<file path="src/rtl/cbc_pkg.sv">
package cbc_pkg;
  localparam int CPU_ADDR_W = 16;
  localparam int CPU_DATA_W = 8;
  localparam int SEL_W      = 5;

  typedef enum logic [1:0] {
    CART_PLAIN  = 2'b00,
    CART_BANKED = 2'b01
  } cart_kind_e;

  // upper three address bits that pick the control-write target
  localparam logic [2:0] RGN_BANK = 3'b001;
  localparam logic [2:0] RGN_MODE = 3'b011;
endpackage

</file>
<file path="src/rtl/cbc_wr_decode.sv">
module cbc_wr_decode
  import cbc_pkg::*;
(
  input  logic       wr_en,
  input  logic [1:0] cart_type,
  input  logic [2:0] rgn,
  output logic       ld_bank,
  output logic       ld_mode,
  output logic       bad_wr
);
  logic in_rom;
  logic banked;
  logic plain;

  always_comb begin
    in_rom  = ~rgn[2];
    banked  = (cart_type == CART_BANKED);
    plain   = (cart_type == CART_PLAIN);
    ld_bank = wr_en & in_rom & banked & (rgn == RGN_BANK);
    ld_mode = wr_en & in_rom & banked & (rgn == RGN_MODE);
    bad_wr  = wr_en & in_rom & ~banked & ~plain;
  end
endmodule

</file>
<file path="src/rtl/cbc_regs.sv">
module cbc_regs #(
  parameter int BANK_W     = 5,
  parameter int RESET_BANK = 1
) (
  input  logic              clk,
  input  logic              rst,
  input  logic              ld_bank,
  input  logic              ld_mode,
  input  logic              bad_wr,
  input  logic [BANK_W-1:0] bank_d,
  input  logic              mode_d,
  output logic [BANK_W-1:0] bank_q,
  output logic              mode_q,
  output logic              err_q
);
  localparam logic [BANK_W-1:0] BANK_INIT = BANK_W'(RESET_BANK);

  always_ff @(posedge clk) begin
    if (rst) begin
      bank_q <= BANK_INIT;
      mode_q <= 1'b0;
      err_q  <= 1'b0;
    end else begin
      if (ld_bank) bank_q <= bank_d;
      if (ld_mode) mode_q <= mode_d;
      err_q <= bad_wr;
    end
  end
endmodule

</file>
<file path="src/rtl/cbc_map.sv">
module cbc_map #(
  parameter int ADDR_W      = 16,
  parameter int BANK_W      = 5,
  parameter bit ZERO_AS_ONE = 1'b1,
  localparam int WIN_W      = ADDR_W - 2,
  localparam int PHYS_W     = BANK_W + WIN_W
) (
  input  logic              clk,
  input  logic              rst,
  input  logic              rd_en,
  input  logic [ADDR_W-1:0] addr,
  input  logic [BANK_W-1:0] bank,
  output logic [PHYS_W-1:0] rom_addr,
  output logic              rom_vld
);
  logic [BANK_W-1:0] eff_bank;
  logic [BANK_W-1:0] sel_bank;
  logic [1:0]        win;

  generate
    if (ZERO_AS_ONE) begin : g_remap0
      always_comb eff_bank = (bank == '0) ? BANK_W'(1) : bank;
    end else begin : g_plain
      always_comb eff_bank = bank;
    end
  endgenerate

  always_comb begin
    win      = addr[ADDR_W-1 -: 2];
    sel_bank = win[0] ? eff_bank : '0;
  end

  always_ff @(posedge clk) begin
    if (rst) begin
      rom_vld  <= 1'b0;
      rom_addr <= '0;
    end else begin
      rom_vld <= rd_en & ~win[1];
      if (rd_en & ~win[1]) rom_addr <= {sel_bank, addr[WIN_W-1:0]};
    end
  end
endmodule

</file>
<file path="src/rtl/cart_bank_ctrl.sv">
module cart_bank_ctrl
  import cbc_pkg::*;
#(
  parameter int ADDR_W     = CPU_ADDR_W,
  parameter int DATA_W     = CPU_DATA_W,
  parameter int BANK_W     = SEL_W,
  localparam int PHYS_W    = BANK_W + ADDR_W - 2
) (
  input  logic              clk,
  input  logic              rst,
  input  logic [1:0]        cart_type,
  input  logic              wr_en,
  input  logic              rd_en,
  input  logic [ADDR_W-1:0] addr,
  input  logic [DATA_W-1:0] wdata,
  output logic [PHYS_W-1:0] rom_addr,
  output logic              rom_vld,
  output logic [BANK_W-1:0] bank_q,
  output logic              mode_q,
  output logic              err
);
  logic ld_bank, ld_mode, bad_wr;
  logic unused_hi;

  assign unused_hi = ^wdata[DATA_W-1:BANK_W];

  cbc_wr_decode u_dec (
    .wr_en     (wr_en),
    .cart_type (cart_type),
    .rgn       (addr[ADDR_W-1 -: 3]),
    .ld_bank   (ld_bank),
    .ld_mode   (ld_mode),
    .bad_wr    (bad_wr)
  );

  cbc_regs #(.BANK_W(BANK_W), .RESET_BANK(1)) u_regs (
    .clk     (clk),
    .rst     (rst),
    .ld_bank (ld_bank),
    .ld_mode (ld_mode),
    .bad_wr  (bad_wr),
    .bank_d  (wdata[BANK_W-1:0]),
    .mode_d  (wdata[0]),
    .bank_q  (bank_q),
    .mode_q  (mode_q),
    .err_q   (err)
  );

  cbc_map #(.ADDR_W(ADDR_W), .BANK_W(BANK_W), .ZERO_AS_ONE(1'b1)) u_map (
    .clk      (clk),
    .rst      (rst),
    .rd_en    (rd_en),
    .addr     (addr),
    .bank     (bank_q),
    .rom_addr (rom_addr),
    .rom_vld  (rom_vld)
  );
endmodule

</file>
<file path="config.mk">
export PLATFORM = sky130hd
export DESIGN_NAME = cart_bank_ctrl
export DESIGN_NICKNAME = d
export VERILOG_FILES = /design/src/rtl/cbc_pkg.sv /design/src/rtl/cbc_wr_decode.sv /design/src/rtl/cbc_regs.sv /design/src/rtl/cbc_map.sv /design/src/rtl/cart_bank_ctrl.sv
export SDC_FILE = /design/constraint.sdc
export NUM_CORES = 1
export LEC_CHECK = 0
export BUFFER_PORTS_ARGS = -buffer_cell sky130_fd_sc_hd__clkbuf_2
export CORE_UTILIZATION = 38
export DETAILED_ROUTE_END_ITERATION = 10
export PLACE_DENSITY_LB_ADDON = 0.15
export SETUP_SLACK_MARGIN = 0.3
export SLEW_MARGIN = 20
export SYNTH_ARGS = -nofsm -noshare
export SYNTH_HDL_FRONTEND = slang
export SYNTH_SLANG_ARGS = --single-unit
</file>
<file path="constraint.sdc">
create_clock -name clk -period 1.1 [get_ports clk]
set_clock_uncertainty 0.2 [all_clocks]
set_input_delay 0.055 -clock clk [delete_from_list [all_inputs] [get_ports clk]]
set_output_delay 0.055 -clock clk [all_outputs]
set_load 0.02 [all_outputs]
</file>
== After elaboration in Yosys (flattened, before gate mapping) ==
Index checks and enable logic that the tools add are counted.
W data, S select, Z words.
Word-level totals
  register bits: 27
Cells by class
  eq/ne operators: 3
  multiplexer cells: 2
  reduce and logical (&&, ||, !) cells: 2
  bitwise gates (word level): 10
Operator list (count)
  $mux W5: 2
  $and A1 B1 Y1: 7
  $logic_not A5 Y1: 1
  $eq A3 B1 Y1 const B: 1
  $eq A3 B2 Y1 const B: 1
  $not A1 Y1: 3
  $eq A2 B1 Y1 const B: 1
  $logic_not A2 Y1: 1

== Depth between registers and ports, before layout ==
Gate-level depths: netlist of the first run.
  depth after elaboration: 4
  mapped depth: 5
  gate-level depth less buffers: 3

== Cells and area by module ==
Synthesis of the first run repeated with hierarchy kept, for this count alone.
Unflattened totals
  cells, all modules: 115
  area, all modules: 996.0 um^2
By module, submodules not included
  cbc_map: area each 708.2 um^2, instances 1, cells each 87
  cbc_regs: area each 244.0 um^2, instances 1, cells each 21
  cbc_wr_decode: area each 43.8 um^2, instances 1, cells each 7

== Least setup slack after synthesis of the first run ==
OpenSTA, ideal clock, no wires.
  kind: reg-to-reg
  start: register u_regs.bank_q[1]
  end: register u_map.rom_addr[14]
  arrival: 0.859 ns
  clock period less this slack: 1.130 ns
  buffers on the path: 0
  cell stages (with the launch flop): 4
  setup time: 0.070 ns
  path slack: -0.030 ns
  path through: dfxtp_1 > nor4_1 > o211ai_1 > a21oi_1
Between the ends
  word-level cells in the longest chain between the ends: 3
Ends and longest elaborated chain
  from (decl): line cbc_regs.sv:12  | output logic [BANK_W-1:0] bank_q,
  from (signal assigned): line cbc_regs.sv:24  | if (ld_bank) bank_q <= bank_d;
  $logic_not A5 Y1: line cbc_map.sv:22  | always_comb eff_bank = (bank == '0) ? BANK_W'(1) : bank;
  $mux W5: line cbc_map.sv:22
  $mux W5: line cbc_map.sv:30  | sel_bank = win[0] ? eff_bank : '0;
  to (signal assigned): line cbc_map.sv:39  | if (rd_en & ~win[1]) rom_addr <= {sel_bank, addr[WIN_W-1:0]};
  to (decl): line cbc_map.sv:13  | output logic [PHYS_W-1:0] rom_addr,
Every way passes these cells.
A chain may end at the register's enable or synchronous reset.

== Worst setup path in the final report of the first run ==
  start: register u_regs.bank_q[2]
  end: output port bank_q[2]
RTL lines
  to (decl): line cart_bank_ctrl.sv:18  | output logic [BANK_W-1:0] bank_q,
No word-level cell between the ends.

==> results of run 1 <==
-- routing by layer --
layer,global-route usage,share of wire,vias up
li1,-,-,552
met1,0.2129,0.39,513
met2,0.4126,0.55,35
met3,0.03611,0.042,4
met4,0.08974,0.011,0
met5,0,0,-
-- registers in the layout (all words and copies together), names as in the netlist --
| signal | cells |
|---|---|
| u_map.rom_addr | 19 |
| u_regs.err_q | 1 |
| u_regs.bank_q | 5 |
| u_regs.mode_q | 1 |
| u_map.rom_vld | 1 |
-- worst register-to-register path, stage by stage (launching register included) --
cell,delay [ns]
dfxtp_4,0.38
nor4_2,0.28
o211ai_1,0.11
a21oi_1,0.12
-- final cells by class --
class	instances	area share
Tap cell	30	0.01805
Clock buffer	3	0.01083
Clock inverter	1	0.002407
Sequential cell	27	0.2906
Multi-Input combinational cell	85	0.2611
Timing Repair Buffer	82	0.4170
-- what timing repair did --
action                                  in CTS  in global routing
gates resized for setup                     69                 53
endpoints found under the setup margin      41                 52
buffers inserted                             4                  4
pin swaps                                    7                 11
hold endpoints to repair                    27                 17
cloned                                       0                  0
-- final timing paths --
| kind | end | slack (ns) | depth (start not counted) |
|---|---|---|---|
| setup reg to reg | u_map.rom_addr[14] | -0.05 | 3 |
| hold reg to reg | u_map.rom_addr[11] | 0.28 | 2 |
| hold / removal | u_map.rom_addr[7] | -0.25 | 3 |
| setup / recovery | bank_q[2] | -0.09 | 2 |
-- logic make-up (layout without fill, tap and decap cells) --
logic type / after synthesis / count (layout) / synth area share
AND/OR/NAND/NOR: 59 / 59 / 0.2871
AO/OA/AOI/OAI: 20 / 20 / 0.09892
buffers and inverters: 8 / 86 / 0.03499
flip-flops: 27 / 27 / 0.5211
multiplexers: 6 / 6 / 0.05790
-- metrics by stage --
stage	hold WS, ns	area, um2
after floorplan	-0.01940	1104
after global placement	0.06751	1454
after detailed placement	0.07572	1454
after CTS	-0.2631	1928
after global routing	-0.2475	2079
final	-0.2508	2079
-- synthesized netlist by cell type --
cell type,instances
nor4_1,1
nor2_1,3
clkbuf_1,5
nor3b_1,1
nand2_1,34
nand3_1,4
a21oi_1,19
o211ai_1,1
buf_4,1
nor4b_4,1
dfxtp_1,27
buf_2,2
nor3_1,1
mux2i_1,6
and2b_1,1
nand2b_4,1
nand2b_1,12
-- power breakdown --
| part | switching [mW] | leakage, nW | internal (mW) |
|---|---|---|---|
| logic | 0.163 | 0.622 | 0.210 |
| clock network | 0.289 | 0.0177 | 0.136 |
| registers | 0.0275 | 0.235 | 0.988 |
| total | 0.479 | 0.874 | 1.33 |
==> flow_summary.json, run 1 <==
{
  "status": "complete, but fails checks",
  "failed_checks": "negative hold slack, negative setup slack",
  "area_growth_pct": 100.5,
  "die_height_um": 54.25,
  "grt_pass1_wl_um": 4312,
  "n_fill_cell": 152,
  "critPathArrivalTime_ns": 0.93,
  "route.detailed.drc": 0,
  "layout.area.seq_um2": 604.3,
  "antenna_found_initial": 0,
  "cts_tree": "yes",
  "slowest_stage": "dfxtp_4",
  "ys_seq_area_frac": 0.5211,
  "crit_path_start": "u_regs.bank_q[2]",
  "finalCritPeriodShare": 1.080,
  "final_common_cell": "nand2_1",
  "hold_slack_ns": -0.2508,
  "nNetsFinal": 229,
  "cts_buffers": 3,
  "post-place-ws_ns": -0.1359,
  "dieArea_um2": 2943,
  "hold_viol": 18,
  "rsz0062_at_grt": "yes",
  "start_kind": "flip-flop",
  "ys_ff_latch": 27,
  "n_antenna_cell": 0,
  "p_leak_nw": 0.8738,
  "synth_top_cell_by_area": "dfxtp_1",
  "core_region_area_um2": 2522,
  "drtAntennaViolNets": 0,
  "num_rows": 18,
  "slowest_delay_ns": 0.38,
  "r2r-start": "u_regs.bank_q[4]",
  "cp.required_ns": 0.84,
  "hp-class": "in2reg",
  "synth_top_area_frac": 0.5211,
  "avgSynthCellArea_um2": 8.644,
  "crit_path_cell_trace": "buf_6 > buf_8",
  "htreeDepth": 1,
  "p_per_area_nw_per_um2": 871.4,
  "dpl.cell_count": 204,
  "grtUsageTotal": 0.2103,
  "ys_types": 17,
  "synthCells": 120,
  "io_buffer_count": 53,
  "start_util": 0.4112,
  "hp-start": "addr[7]",
  "fin_cells": 228,
  "multi_input_area_um2": 543.0,
  "dr.pass1.iters": 4,
  "path_class": "reg2out",
  "crit_family": "flip-flops",
  "p_total_mw": 1.812,
  "clk_pin_slew_ns": 0.14,
  "period_needed_ns": 1.188,
  "drtIter0Drc": 16,
  "die_x_um": 54.25,
  "wl_per_cell_um": 13.83,
  "viasPerCell": 4.842,
  "drv_cap": 0,
  "worst-path-max-fanout": 2,
  "ioPinCount": 57,
  "worstMarginPinSlew_ns": 0.3712,
  "gp_congestion": 0.7168,
  "cp_num_buf_inv": 2,
  "final_core_util": 0.8244,
  "drt_wl_total_um": 3154,
  "grt_overflow_total": 0,
  "fin_tns_setup_ns": -0.3229,
  "clk_latency_ns": 0.32,
  "root_buffer": "clkbuf_4",
  "layout-drive-gt1-share": 0.6212,
  "synthTopCellsByArea": "dfxtp_1, nand2_1, a21oi_1",
  "setup_violations": 5,
  "syn-num-nets": 150,
  "grt_pass1_vias": 1006,
  "end_kind": "output pin",
  "max_freq_ghz": 0.8417,
  "slew_violations": 0,
  "timing.final.ws_setup_ns": -0.08810,
  "num_vias": 1104,
  "hold_buffers": 12,
  "clock_sink_count": 27,
  "cts.path.max_buffers": 2,
  "max-slew-margin-rel": 0.7525,
  "synthesis.area_um2": 1037,
  "grt_max_degree": 21,
  "yosysWarnings": 0,
  "ir_drop_mv": 0.6581,
  "final_cell_mix": "nand2_1, buf_8, clkbuf_2"
}
No activity file was read; power rests on OpenSTA's default activity.
==> run 2: changes to the inputs <==
--- a/config.mk
+++ b/config.mk
@@ -6,7 +6,7 @@
 export NUM_CORES = 1
 export LEC_CHECK = 0
 export BUFFER_PORTS_ARGS = -buffer_cell sky130_fd_sc_hd__clkbuf_2
-export CORE_UTILIZATION = 38
+export CORE_UTILIZATION = 43
 export DETAILED_ROUTE_END_ITERATION = 10
 export PLACE_DENSITY_LB_ADDON = 0.15
 export SETUP_SLACK_MARGIN = 0.3
==> constraint.sdc (replaced) <==
create_clock -name clk -period 1.2 [get_ports clk]
set_clock_uncertainty 0.2 [all_clocks]
set_input_delay 0.06 -clock clk [delete_from_list [all_inputs] [get_ports clk]]
set_output_delay 0.06 -clock clk [all_outputs]
set_load 0.02 [all_outputs]
==> run 2 against run 1 <==
Compared with the run above: the flow finishes with violations (negative hold slack); via count is 8.1% higher; first-iteration DRC count grew to 2.5 times the previous value; cell area is 4.9% lower; count of clock-buffer cells in the layout stayed put; clock power is 5.9% lower; critical path depth is 1 higher; sequential cell count stayed put; combinational power is 9.4% lower; sequential share of layout area is 0.54 points higher; critical endpoint is now u_map.rom_addr[14]; largest power group unchanged.
==> flow_summary.json, run 2 (synthesis results as in run 1) <==
{
  "status": "complete, but fails checks",
  "failed_checks": "negative hold slack",
  "cts_tree": "yes",
  "num_vias": 1193,
  "grt_use_met2": 0.4539,
  "hp-start": "cart_type[1]",
  "hold_slack_ns": -0.2088,
  "final_cell_mix": "nand2_1, clkbuf_2, buf_8",
  "area_growth_pct": 90.71,
  "fin_tns_setup_ns": 0,
  "timing.final.ws_setup_ns": 0.02849,
  "num_rows": 17,
  "reg_top3": "u_map.rom_addr: 19 flops, u_regs.bank_q: 5 flops",
  "setup_violations": 0,
  "slowest_stage": "dfxtp_4",
  "hold_buffers": 19,
  "worst-path-max-fanout": 4,
  "reg2regPathDepth": 3,
  "grt-busiest-layer": "met2",
  "crit_path_cell_trace": "nor4_4 > o211ai_1 > a21oi_1",
  "wl_per_cell_um": 15.35,
  "clock_sink_count": 27,
  "regMostFlops": "u_map.rom_addr",
  "path_class": "reg2reg",
  "n_antenna_cell": 0,
  "core_region_area_um2": 2233,
  "dpl.cell_count": 200,
  "gp_congestion": 0.7127,
  "htreeDepth": 1,
  "dp_hpwl_um": 1674,
  "grt_pass1_vias": 1057,
  "grt_overflow_total": 0,
  "slowest_delay_ns": 0.40,
  "rsz0062_at_grt": "yes",
  "antenna_found_initial": 0,
  "p_total_mw": 1.678,
  "r2r-start": "u_regs.bank_q[4]",
  "hp-class": "in2reg",
  "grt_pass1_wl_um": 4712,
  "ioPinCount": 57,
  "cp.required_ns": 1.26,
  "max-slew-margin-rel": 0.7222,
  "critPathCapture": "u_map.rom_addr[14]",
  "worstMarginPinSlew_ns": 0.4167,
  "cts_buffers": 3,
  "viasPerCell": 5.165,
  "drtIter0Drc": 40,
  "route.detailed.drc": 0,
  "drv_cap": 0,
  "final_common_cell": "nand2_1",
  "p_leak_nw": 0.8478,
  "grtUsageTotal": 0.2498,
  "dr.pass1.iters": 4,
  "n_fill_cell": 124,
  "ir_drop_mv": 1.076,
  "rrSetupSlack_ns": 0.03,
  "grt_max_degree": 26,
  "layout-drive-gt1-share": 0.5123,
  "cts.path.max_buffers": 2,
  "die_height_um": 51.12,
  "period_needed_ns": 1.172,
  "start_kind": "flip-flop",
  "hold_viol": 18,
  "end_kind": "flip-flop",
  "clk_pin_slew_ns": 0.14,
  "crit_path_start": "u_regs.bank_q[4]",
  "met1_usage": 0.2746,
  "post-place-ws_ns": -0.02933,
  "die_x_um": 51.12,
  "slew_violations": 0,
  "root_buffer": "clkbuf_4",
  "drt_wl_total_um": 3546,
  "finalCritPeriodShare": 0.9763,
  "fin_cells": 231,
  "worstReg2RegEnd": "u_map.rom_addr[14]",
  "met3_usage": 0.04762,
  "start_util": 0.4644,
  "largest_reg_flops": 19,
  "drtAntennaViolNets": 0,
  "final_core_util": 0.8857,
  "max_freq_ghz": 0.8536,
  "p_per_area_nw_per_um2": 848.3,
  "io_buffer_count": 53,
  "nNetsFinal": 234,
  "critPathArrivalTime_ns": 1.23,
  "dieArea_um2": 2613,
  "clk_latency_ns": 0.32
}
==> run 2: changes by cell type in the layout (fill, tap and decap cells not counted), moves of 7 or more <==
cell / before / now
a21oi_1: 10 / 18
dfxtp_4: 12 / 5
dlygate4sd3_1: 10 / 18
a21oi_2: 9 / 1
buf_4: 3 / 11
==> run 2: cell type report <==
cell class | instances | area [um2] | share of cell area
repair buffers | 87 | 843.3 | 0.4263
well taps | 28 | 35.03 | 0.01771
flip-flops and latches | 27 | 585.6 | 0.2960
clock buffers | 3 | 22.52 | 0.01139
clock inverters | 1 | 5.005 | 0.002530
multi-input cells | 85 | 486.7 | 0.2460
==> run 2: power breakdown <==
group | internal [mW] | leakage (nW) | switching [mW] | total (mW)
registers | 0.918 | 0.232 | 0.0239 | 0.941
clock network | 0.125 | 0.0177 | 0.275 | 0.400
logic | 0.190 | 0.598 | 0.147 | 0.337
==> run 2: how the worst min path moves through the flow <==
stage | end | cells after the start
after global placement | u_map.rom_addr[1] | 3
after detailed placement | u_map.rom_addr[2] | 3
after CTS | u_regs.err_q | 2
final | u_regs.err_q | 2
after floorplan | u_map.rom_addr[0] | 2
after global routing | u_regs.err_q | 2
==> run 2: worst max-delay path, delay by kind of cell (launching register included) <==
kind / cells / cell delay (ns)
compound gates: 2 / 0.26
simple gates: 1 / 0.26
flops: 1 / 0.40
==> run 2: timing repair <==
action / in CTS / in global routing
cloned: 0 / 0
pin swaps: 0 / 2
endpoints found under the setup margin: 29 / 36
setup buffers: 3 / 5
gates resized for setup: 74 / 38
hold endpoints to repair: 27 / 16
==> run 2: layer usage <==
layer	share of wire	wire length, um
met4	0.044	157
met5	0	0
met1	0.35	1247
met3	0.066	234
met2	0.54	1906
==> run 2: per-stage QoR <==
step,area [um2],hold WS [ns]
finish,1978,-0.2088
detailed placement,1359,0.09339
floorplan,1057,-0.003980
global route,1978,-0.2291
CTS,1863,-0.2429
global placement,1359,0.08323
==> run 3: changes to the inputs <==
==> constraint.sdc (replaced) <==
create_clock -name clk -period 1.2 [get_ports clk]
set_clock_uncertainty 0.2 [all_clocks]
set_input_delay 0 -clock clk [delete_from_list [all_inputs] [get_ports clk]]
set_output_delay 0 -clock clk [all_outputs]
set_load 0.02 [all_outputs]
==> run 3 against run 2 <==
Compared with the run above: the run still ends with negative hold slack left; die area unchanged; sequential cell count unchanged; combinational power decreased by 5%; critical path type unchanged; largest power group unchanged; highest routed layer unchanged.
==> flow_summary.json, run 3 (synthesis results as in run 1) <==
{
  "path_class": "reg2reg",
  "grt-busiest-layer": "met2",
  "regMostFlops": "u_map.rom_addr",
  "grt_overflow_total": 0,
  "post-place-ws_ns": -0.001310,
  "setup_violations": 0,
  "cp.required_ns": 1.27,
  "grt_use_met2": 0.4408,
  "failed_checks": "negative hold slack",
  "hold_buffers": 18,
  "hold_slack_ns": -0.3002,
  "rsz0062_at_grt": "yes",
  "p_leak_nw": 0.8310,
  "clock_sink_count": 27,
  "final_core_util": 0.8734,
  "grt_max_degree": 28,
  "period_needed_ns": 1.165,
  "timing.final.ws_setup_ns": 0.03487,
  "fin_tns_setup_ns": 0,
  "route.detailed.drc": 0,
  "cts.path.max_buffers": 2,
  "crit_path_cell_trace": "nor4_4 > o211ai_1 > a21oi_1",
  "hold_viol": 27,
  "n_antenna_cell": 0,
  "wl_per_cell_um": 13.31,
  "final_cell_area_um2": 1951,
  "p_per_area_nw_per_um2": 858.3,
  "clk_pin_slew_ns": 0.14,
  "nNetsFinal": 232,
  "viasPerCell": 5.000,
  "slowest_stage": "dfxtp_4",
  "reg_top3": "u_map.rom_addr: 19 flops, u_regs.bank_q: 5 flops",
  "core_region_area_um2": 2233,
  "die_height_um": 51.12,
  "root_buffer": "clkbuf_4",
  "hp-class": "in2reg",
  "num_rows": 17,
  "clk_latency_ns": 0.33,
  "drtIter0Drc": 15,
  "final_cell_mix": "nand2_1, clkbuf_2, buf_8",
  "dp_hpwl_um": 1718,
  "largest_reg_flops": 19,
  "dpl_cell_area_um2": 1351,
  "io_buffer_count": 53,
  "end_kind": "flip-flop",
  "max-slew-margin-rel": 0.6868,
  "ir_drop_mv": 0.9286,
  "dr.pass1.iters": 4,
  "worst-path-max-fanout": 4,
  "drtAntennaViolNets": 0,
  "ioPinCount": 57,
  "finalCritPeriodShare": 0.9709,
  "cp_num_buf_inv": 0,
  "status": "complete, but fails checks",
  "final_common_cell": "nand2_1",
  "slew_violations": 0,
  "critPathArrivalTime_ns": 1.23,
  "start_util": 0.4644,
  "cts_buffers": 3,
  "drt_wl_total_um": 3048,
  "area_growth_pct": 88.06,
  "slowest_delay_ns": 0.39,
  "gp_congestion": 0.6550,
  "p_total_mw": 1.674,
  "grt_pass1_wl_um": 4740,
  "drv_cap": 0,
  "max_freq_ghz": 0.8583,
  "met1_usage": 0.2702,
  "grtUsageTotal": 0.2453,
  "cts_tree": "yes",
  "die_x_um": 51.12,
  "htreeDepth": 1,
  "grt_pass1_vias": 1093,
  "worstMarginPinSlew_ns": 0.4698,
  "met3_usage": 0.05060,
  "num_vias": 1145,
  "antenna_found_initial": 0,
  "dieArea_um2": 2613,
  "crit_family": "flip-flops",
  "layout-drive-gt1-share": 0.5025,
  "start_kind": "flip-flop"
}
[run 3: final timing paths]
check / startpoint / end / cells past startpoint / slack (ns)
hold reg to reg: u_map.rom_addr[10] / u_map.rom_addr[10] / 2 / 0.28
setup reg to reg: u_regs.bank_q[3] / u_map.rom_addr[14] / 3 / 0.03
hold / removal: cart_type[1] / u_regs.err_q / 2 / -0.30
setup / recovery: u_regs.bank_q[3] / u_map.rom_addr[14] / 3 / 0.03
[run 3: what timing repair did]
| action | in CTS | in global routing |
|---|---|---|
| setup buffers | 2 | 6 |
| setup endpoints to repair | 28 | 36 |
| resized for setup | 75 | 34 |
| hold endpoints to repair | 27 | 24 |
| pin swaps | 1 | 3 |
[run 3: layout make-up]
type,count,area (um2)
timing repair buffer,85,819.5
sequential,27,583.1
multi-input combinational,85,483.0
fill,105,282.8
tap,28,35.03
clock buffer,3,22.52
clock inverter,1,7.507
[run 3: worst reg2reg max path: stages (launching register included)]
cell	delay, ns
dfxtp_4	0.39
nor4_4	0.26
o211ai_1	0.11
a21oi_1	0.14
[run 3: through the flow]
| stage | std cells | hold slack [ns] |
|---|---|---|
| after floorplan | 120 | -0.06398 |
| after global placement | 199 | 0.02324 |
| after CTS | 223 | -0.3066 |
| after detailed placement | 199 | 0.02939 |
| after global routing | 229 | -0.2877 |
| final | 229 | -0.3002 |
[run 3: power by group]
group	internal (mW)	total (mW)	leakage [nW]	switching, mW
registers	0.920	0.943	0.232	0.0229
clock network	0.128	0.411	0.0139	0.283
logic	0.184	0.320	0.585	0.136
[run 3: layer usage]
layer / share of wire / routed length, um
met3: 0.060 / 183
met4: 0.020 / 61
met2: 0.54 / 1652
met5: 0 / 0
met1: 0.38 / 1150
